File: src/rtl/dma_chan_pkg.sv
package dma_chan_pkg;

    localparam int unsigned PWORD_W   = 32;
    localparam int unsigned SET_WORDS = 6;
    localparam int unsigned SEL_W     = 3;
    localparam int unsigned LINK_W    = 16;
    localparam logic [LINK_W-1:0] NO_LINK = '1;

    typedef enum logic [SEL_W-1:0] {
        PW_OPT = 3'd0,
        PW_SRC = 3'd1,
        PW_CNT = 3'd2,
        PW_DST = 3'd3,
        PW_IDX = 3'd4,
        PW_RLK = 3'd5
    } pword_e;

    typedef struct packed {
        logic [PWORD_W-1:0] opt;
        logic [PWORD_W-1:0] src;
        logic [PWORD_W-1:0] cnt;
        logic [PWORD_W-1:0] dst;
        logic [PWORD_W-1:0] idx;
        logic [PWORD_W-1:0] rlk;
    } pset_t;

    typedef enum logic [1:0] {
        CH_IDLE,
        CH_READ,
        CH_WRITE,
        CH_RELOAD
    } ch_state_e;

    function automatic logic [LINK_W-1:0] link_addr(input logic [PWORD_W-1:0] rlk);
        return rlk[LINK_W-1:0];
    endfunction

    function automatic logic reload_wanted(input logic [PWORD_W-1:0] opt,
                                           input logic [PWORD_W-1:0] rlk,
                                           input int unsigned        link_bit);
        return opt[link_bit] && (link_addr(rlk) != NO_LINK);
    endfunction

    function automatic pset_t put_word(input pset_t              s,
                                       input logic [SEL_W-1:0]   sel,
                                       input logic [PWORD_W-1:0] d);
        pset_t r;
        r = s;
        case (pword_e'(sel))
            PW_OPT:  r.opt = d;
            PW_SRC:  r.src = d;
            PW_CNT:  r.cnt = d;
            PW_DST:  r.dst = d;
            PW_IDX:  r.idx = d;
            PW_RLK:  r.rlk = d;
            default: r = s;
        endcase
        return r;
    endfunction

endpackage

File: src/rtl/dma_param_regs.sv
module dma_param_regs
    import dma_chan_pkg::*;
#(
    parameter int unsigned ELEM_STEP = 1
) (
    input  logic               clk,
    input  logic               rst,
    input  logic               cfg_we_i,
    input  logic [SEL_W-1:0]   cfg_sel_i,
    input  logic [PWORD_W-1:0] cfg_wdata_i,
    input  logic               step_i,
    input  logic               ld_we_i,
    input  logic [SEL_W-1:0]   ld_sel_i,
    input  logic [PWORD_W-1:0] ld_data_i,
    output pset_t              prm_o
);

    pset_t prm_q;

    always_ff @(posedge clk) begin
        if (rst) begin
            prm_q <= '0;
        end else if (ld_we_i) begin
            prm_q <= put_word(prm_q, ld_sel_i, ld_data_i);
        end else if (step_i) begin
            prm_q.cnt <= prm_q.cnt - PWORD_W'(1);
            prm_q.src <= prm_q.src + PWORD_W'(ELEM_STEP);
            prm_q.dst <= prm_q.dst + PWORD_W'(ELEM_STEP);
        end else if (cfg_we_i) begin
            prm_q <= put_word(prm_q, cfg_sel_i, cfg_wdata_i);
        end
    end

    assign prm_o = prm_q;

endmodule

File: src/rtl/dma_reload_seq.sv
module dma_reload_seq
    import dma_chan_pkg::*;
#(
    parameter int unsigned PADDR_W = 16
) (
    input  logic               clk,
    input  logic               rst,
    input  logic               go_i,
    input  logic [LINK_W-1:0]  base_i,
    output logic               rd_en_o,
    output logic [PADDR_W-1:0] rd_addr_o,
    output logic               wr_en_o,
    output logic [SEL_W-1:0]   wr_sel_o,
    output logic               last_o
);

    localparam int unsigned K_W = $clog2(SET_WORDS + 1);
    localparam logic [K_W-1:0] K_END = K_W'(SET_WORDS);

    logic               active_q;
    logic [K_W-1:0]     k_q;
    logic [PADDR_W-1:0] base_q;

    always_ff @(posedge clk) begin
        if (rst) begin
            active_q <= 1'b0;
            k_q      <= '0;
            base_q   <= '0;
        end else if (go_i) begin
            active_q <= 1'b1;
            k_q      <= '0;
            base_q   <= PADDR_W'(base_i);
        end else if (active_q) begin
            if (k_q == K_END) begin
                active_q <= 1'b0;
            end else begin
                k_q <= k_q + K_W'(1);
            end
        end
    end

    // one read issued per step, data lands one step later
    assign rd_en_o   = active_q && (k_q < K_END);
    assign rd_addr_o = base_q + PADDR_W'(k_q);
    assign wr_en_o   = active_q && (k_q != '0);
    assign wr_sel_o  = SEL_W'(k_q - K_W'(1));
    assign last_o    = active_q && (k_q == K_END);


    prm_addr_step_chk: assert property (@(posedge clk) disable iff (rst)
        (rd_en_o && $past(rd_en_o)) |-> (rd_addr_o == $past(rd_addr_o) + PADDR_W'(1)));

endmodule

File: src/rtl/dma_ctrl.sv
module dma_ctrl
    import dma_chan_pkg::*;
(
    input  logic               clk,
    input  logic               rst,
    input  logic               start_i,
    input  logic [PWORD_W-1:0] opt_i,
    input  logic [PWORD_W-1:0] cnt_i,
    input  logic               reload_en_i,
    input  logic               rld_last_i,
    output logic               rd_en_o,
    output logic               wr_en_o,
    output logic               step_o,
    output logic               rld_go_o,
    output logic               busy_o,
    output logic               cfg_ok_o,
    output logic               done_o,
    output logic [PWORD_W-1:0] done_opt_o
);

    ch_state_e          state_q, state_d;
    logic               finish;
    logic               done_q;
    logic [PWORD_W-1:0] done_opt_q;

    always_comb begin
        state_d  = state_q;
        rd_en_o  = 1'b0;
        wr_en_o  = 1'b0;
        step_o   = 1'b0;
        finish   = 1'b0;
        rld_go_o = 1'b0;
        case (state_q)
            CH_IDLE: begin
                if (start_i) begin
                    if (cnt_i == '0) finish = 1'b1;
                    else             state_d = CH_READ;
                end
            end
            CH_READ: begin
                rd_en_o = 1'b1;
                state_d = CH_WRITE;
            end
            CH_WRITE: begin
                wr_en_o = 1'b1;
                step_o  = 1'b1;
                if (cnt_i == PWORD_W'(1)) finish = 1'b1;
                else                      state_d = CH_READ;
            end
            CH_RELOAD: begin
                if (rld_last_i) state_d = CH_IDLE;
            end
            default: state_d = CH_IDLE;
        endcase
        if (finish) begin
            if (reload_en_i) begin
                rld_go_o = 1'b1;
                state_d  = CH_RELOAD;
            end else begin
                state_d  = CH_IDLE;
            end
        end
    end

    always_ff @(posedge clk) begin
        if (rst) begin
            state_q    <= CH_IDLE;
            done_q     <= 1'b0;
            done_opt_q <= '0;
        end else begin
            state_q <= state_d;
            done_q  <= finish;
            if (finish) done_opt_q <= opt_i;
        end
    end

    assign busy_o     = (state_q != CH_IDLE);
    assign cfg_ok_o   = (state_q == CH_IDLE);
    assign done_o     = done_q;
    assign done_opt_o = done_opt_q;


    wr_after_rd_chk: assert property (@(posedge clk) disable iff (rst)
        wr_en_o |-> $past(rd_en_o));


    idle_until_start_chk: assert property (@(posedge clk) disable iff (rst)
        (state_q == CH_READ && $past(state_q) != CH_WRITE) |-> $past(start_i));

endmodule

File: src/rtl/dma_chan.sv
module dma_chan
    import dma_chan_pkg::*;
#(
    parameter int unsigned DATA_W    = 16,
    parameter int unsigned MADDR_W   = 32,
    parameter int unsigned PADDR_W   = 16,
    parameter int unsigned LINK_BIT  = 1,
    parameter int unsigned ELEM_STEP = 1
) (
    input  logic               clk,
    input  logic               rst,
    input  logic               start_i,
    input  logic               cfg_we_i,
    input  logic [SEL_W-1:0]   cfg_sel_i,
    input  logic [PWORD_W-1:0] cfg_wdata_i,
    output logic               mem_rd_en_o,
    output logic [MADDR_W-1:0] mem_rd_addr_o,
    input  logic [DATA_W-1:0]  mem_rd_data_i,
    output logic               mem_wr_en_o,
    output logic [MADDR_W-1:0] mem_wr_addr_o,
    output logic [DATA_W-1:0]  mem_wr_data_o,
    output logic               prm_rd_en_o,
    output logic [PADDR_W-1:0] prm_addr_o,
    input  logic [PWORD_W-1:0] prm_rd_data_i,
    output logic               done_o,
    output logic [PWORD_W-1:0] done_opt_o,
    output logic               busy_o
);

    pset_t            prm;
    logic             step, cfg_ok, rld_go, rld_last, ld_we;
    logic [SEL_W-1:0] ld_sel;
    logic             reload_en;
    logic             unused_bits;

    assign reload_en   = reload_wanted(prm.opt, prm.rlk, LINK_BIT);
    assign unused_bits = ^{prm.idx, prm.rlk[PWORD_W-1:LINK_W]};

    dma_param_regs #(.ELEM_STEP(ELEM_STEP)) u_regs (
        .clk         (clk),
        .rst         (rst),
        .cfg_we_i    (cfg_we_i && cfg_ok),
        .cfg_sel_i   (cfg_sel_i),
        .cfg_wdata_i (cfg_wdata_i),
        .step_i      (step),
        .ld_we_i     (ld_we),
        .ld_sel_i    (ld_sel),
        .ld_data_i   (prm_rd_data_i),
        .prm_o       (prm)
    );

    dma_ctrl u_ctrl (
        .clk         (clk),
        .rst         (rst),
        .start_i     (start_i),
        .opt_i       (prm.opt),
        .cnt_i       (prm.cnt),
        .reload_en_i (reload_en),
        .rld_last_i  (rld_last),
        .rd_en_o     (mem_rd_en_o),
        .wr_en_o     (mem_wr_en_o),
        .step_o      (step),
        .rld_go_o    (rld_go),
        .busy_o      (busy_o),
        .cfg_ok_o    (cfg_ok),
        .done_o      (done_o),
        .done_opt_o  (done_opt_o)
    );

    dma_reload_seq #(.PADDR_W(PADDR_W)) u_rld (
        .clk       (clk),
        .rst       (rst),
        .go_i      (rld_go),
        .base_i    (link_addr(prm.rlk)),
        .rd_en_o   (prm_rd_en_o),
        .rd_addr_o (prm_addr_o),
        .wr_en_o   (ld_we),
        .wr_sel_o  (ld_sel),
        .last_o    (rld_last)
    );

    assign mem_rd_addr_o = prm.src[MADDR_W-1:0];
    assign mem_wr_addr_o = prm.dst[MADDR_W-1:0];
    assign mem_wr_data_o = mem_rd_data_i;


    reload_busy_chk: assert property (@(posedge clk) disable iff (rst)
        prm_rd_en_o |-> busy_o);


    no_mixed_access_chk: assert property (@(posedge clk) disable iff (rst)
        (mem_rd_en_o || mem_wr_en_o) |-> !prm_rd_en_o);


    done_after_wr_chk: assert property (@(posedge clk) disable iff (rst)
        done_o |-> ($past(mem_wr_en_o) || $past(start_i && !busy_o)));


    src_step_chk: assert property (@(posedge clk) disable iff (rst)
        (mem_rd_en_o && $past(mem_wr_en_o)) |->
        (mem_rd_addr_o == $past(mem_rd_addr_o, 2) + MADDR_W'(ELEM_STEP)));

endmodule

File: config.mk
export PLATFORM = sky130hd
export DESIGN_NAME = dma_chan
export DESIGN_NICKNAME = d
export VERILOG_FILES = /design/src/rtl/dma_chan_pkg.sv /design/src/rtl/dma_param_regs.sv /design/src/rtl/dma_reload_seq.sv /design/src/rtl/dma_ctrl.sv /design/src/rtl/dma_chan.sv
export SDC_FILE = /design/constraint.sdc
export NUM_CORES = 1
export LEC_CHECK = 0
export BUFFER_PORTS_ARGS = -buffer_cell sky130_fd_sc_hd__buf_2
export CAP_MARGIN = 20
export CORE_ASPECT_RATIO = 0.7
export CORE_MARGIN = 1.5
export CORE_UTILIZATION = 61
export DETAILED_ROUTE_END_ITERATION = 6
export PLACE_DENSITY = 0.91
export SLEW_MARGIN = 20
export SYNTH_ARGS = -nofsm -noshare
export SYNTH_HDL_FRONTEND = slang
export SYNTH_SLANG_ARGS = --single-unit
File: constraint.sdc
create_clock -name clk -period 7.02 [get_ports clk]
set_clock_uncertainty 0.05 [all_clocks]
set_input_delay 1.404 -clock clk [delete_from_list [all_inputs] [get_ports clk]]
set_output_delay 1.404 -clock clk [all_outputs]
set_load 0.1 [all_outputs]
==> metrics <==
largest net degree at the start of global routing=90; Mapped Area=about 11000 um2; fin. max-slew vios=0; Post-CTS Resized=0; DRT antenna net count=0; Pwr Density=between 200 and 300 nW/um2; die area=a little under 20000 um2; CTS Hold Buffers Added=0; failing checks=DRC; r2r setup slk=around 3.5 ns; CTS buffer count=17; number of synthesized flops with an enable pin=0; multiplexer area fraction after synthesis=0.0169; register area=approximately 4000 um2; Longest Clk Path Bufs=2; area leader, netlist=dfxtp_1; sequential fraction of the synthesis area=0.353; DP HPWL=about 26000 um; top fanout value on the critical path=7; area of the multi-input gates=approximately 6200 um2; layout cells sized above 1=0.174; Max-slew headroom=0.113; worst hold path startpoint=u_ctrl.done_opt_o[7]; Synth cell types=75; vias in the first global route=10300; run status=finished with violations; vias=between 10000 and 15000; WL/cell=between 20 and 25 um; Worst Hold End=u_ctrl.done_opt_o[7]; clk slew on worst S/H paths=roughly 0.08 ns; # rows=around 40; Final Util=0.683; f_max=approximately 220 MHz; worst vdd ir=0.000157 V; Avg Inst Size Synth=~8 um2; Fill cells=approximately 1500; DRC errors left=2; top_reg_cell synth=dfxtp_1; Synth top area share=0.353; gate count after technology mapping=between 1000 and 1500; Post-Synth Simple-Gate Area=0.227; HP Class=register to register; reg2reg end=u_regs.prm_o[112]; static leakage=0.00471 uW; Post-CTS Setup Inserts=0; CP required=5.57 ns; width of the die=between 150 and 200 um; placed cell count=approximately 1700; clock latency on the worst-skew pair=0.45 ns; CTS tree=yes; area delta synth->final=9.38%; synthesized flop and latch total=199; Via-to-Cell Ratio=between 6 and 7; port bufs=~190; H-Tree Level Count=4; crit start category=register; Final nets=between 1500 and 2000; # IOs=between 200 and 250; final WL=roughly 38000 um; fin crit share=0.645; adder and majority cell fraction of the synthesized area=0.0173; initial antenna violation count=1; Hold Path Depth=2; compound-cell area share of the yosys netlist=0.270; Die H=about 120 um; First DRT Iteration DRCs=~2300; GR Overflow Total=0; Slew @ Worst Pin=approximately 1.3 ns; ys async rst share=0; Final Critical Period=roughly 4.5 ns; kind of critical path=register to output pin; synth top area cells=dfxtp_1, a21oi_1, buf_4; Post-Syn Nets=1545; Reg2Reg Depth=8; Core Region=18100 um2; CP endpoint kind=output pin; WP data arrival=a little over 3 ns; first-pass GRT wire length=about 56000 um; RR Startpoint=u_rld.k_q[1]; DRT Pass-1 Iters=7; fin cells=approximately 1700; total power=between 3000 and 4000 uW; final hold viol count=0; GR Util All Layers=0.379; gpl congestion=around 1; clk sinks=199; largest family of logic cells by synthesized area=compound AO/OA/AOI/OAI gates; synth warn=0; root buffer cell=clkbuf_16; Initial Util=0.624; Synth Area in XOR/XNOR=0.0140; unrepaired setup endpoints after global routing=false; # Max-Cap Violations=0; setup violators final=0; Setup Total Neg Slack=0 ns
area by class of cell:
| class | count | area share |
|---|---|---|
| Clock inverter | 14 | 0.0145 |
| Antenna cell | 4 | 0.000812 |
| Sequential cell | 199 | 0.323 |
| Tap cell | 236 | 0.0239 |
| Multi-Input combinational cell | 1030 | 0.507 |
| Inverter | 31 | 0.00944 |
| Timing Repair Buffer | 203 | 0.0858 |
| Clock buffer | 18 | 0.0356 |
where the power goes:
part / switching (uW) / total [uW] / leakage, uW / internal, uW
Sequential: 80.3 / 1270 / 0.00161 / 1190
Combinational: 686 / 893 / 0.00280 / 207
Clock: 507 / 1030 / 0.000300 / 524
Total: 1270 / 3190 / 0.00471 / 1920
synth_stat cells (5+ instances only):
| cell type | number |
|---|---|
| a211oi_1 | 41 |
| a21oi_1 | 124 |
| a22o_1 | 24 |
| a22oi_1 | 8 |
| a311oi_1 | 16 |
| a31oi_1 | 30 |
| a32o_1 | 7 |
| a41oi_1 | 6 |
| and2_1 | 8 |
| and3_1 | 21 |
| and4_1 | 15 |
| buf_2 | 10 |
| buf_4 | 81 |
| clkbuf_1 | 88 |
| dfxtp_1 | 199 |
| ha_1 | 14 |
| inv_1 | 31 |
| mux2i_1 | 19 |
| nand2_1 | 162 |
| nand2b_1 | 7 |
| nand3_1 | 51 |
| nand4_1 | 34 |
| nor2_1 | 106 |
| nor2b_1 | 6 |
| nor3_1 | 45 |
| nor3b_1 | 7 |
| nor4_1 | 21 |
| o211a_1 | 5 |
| o211ai_1 | 9 |
| o21a_1 | 9 |
| o21ai_0 | 99 |
| o2bb2ai_1 | 5 |
| o31a_1 | 9 |
| o31ai_1 | 8 |
| o32ai_1 | 13 |
| or3_1 | 5 |
| or4_1 | 8 |
| xnor2_1 | 10 |
| xor2_1 | 8 |
critical path, cell delays in order, from the launching register on:
cell and delay [ns]:
dfxtp_1 0.48, inv_1 0.19, fa_1 0.46, nand2b_1 0.18, a21oi_1 0.27, nand4_1 0.24, nor2_1 0.20, xor2_1 0.17
buf_2 0.45
per-stage QoR:
stage                     hold slack [ns]  worst slack, ns  instance area (um2)
after floorplan                     0.387             2.42                11300
after global placement              0.385             3.10                11700
after detailed placement            0.390             2.96                11700
after CTS                           0.401             2.50                12300
after global routing                0.418             2.33                12300
final                               0.402             2.49                12300
worst max path at each step:
stage | startpoint | endpoint | slack (ns) | cells past startpoint
2_1_floorplan | u_rld.k_q[0] | prm_addr_o[10] | 2.42 | 7
3_3_place_gp | u_rld.k_q[0] | prm_addr_o[12] | 3.10 | 9
3_5_place_dp | u_rld.k_q[0] | prm_addr_o[14] | 2.96 | 9
4_1_cts | u_rld.k_q[0] | prm_addr_o[14] | 2.50 | 9
5_1_grt | u_rld.k_q[0] | prm_addr_o[12] | 2.33 | 9
6_report | u_rld.k_q[1] | prm_addr_o[14] | 2.49 | 8
placed cells by master, fill, tap and decap left out, types with 9 or more instances in the layout:
master and count:
a31oi_1 30, nor4_1 20, clkbuf_16 17, xnor2_1 10
buf_2 186, a21oi_1 123, o21a_1 9, o211ai_1 9
and3_1 21, a311oi_1 16, ha_1 14, buf_4 17
dfxtp_1 199, a211oi_1 40, inv_1 31, mux2i_1 19
nor3_1 45, a22o_1 24, nand2_1 162, o21ai_0 98
and4_1 15, nor2_1 105, o32ai_1 13, o31a_1 9
nand3_1 51, nand4_1 34
layer usage:
metal	vias to the layer above	wire, um	GRT usage
li1	5349	-	-
met1	5581	14700	0.517
met2	997	15400	0.523
met3	192	5980	0.136
met4	0	1950	0.198
met5	-	0	0
kinds of logic after synthesis:
group	Yosys count
adder cells (fa/ha/maj)	15
multiplexers	19
AO/OA/AOI/OAI	463
AND/OR/NAND/NOR	515
buffers and inverters	214
flip-flops	199
XOR/XNOR	18
flip-flops by register name, indices dropped and copies added, names as in the netlist:
| name | count |
|---|---|
| u_ctrl.done_o | 1 |
| u_ctrl.done_opt_o | 32 |
| u_ctrl.state_q | 2 |
| u_regs.prm_o | 144 |
| u_rld.active_q | 1 |
| u_rld.base_q | 16 |
| u_rld.k_q | 3 |
No activity file was read; power rests on OpenSTA's default activity.
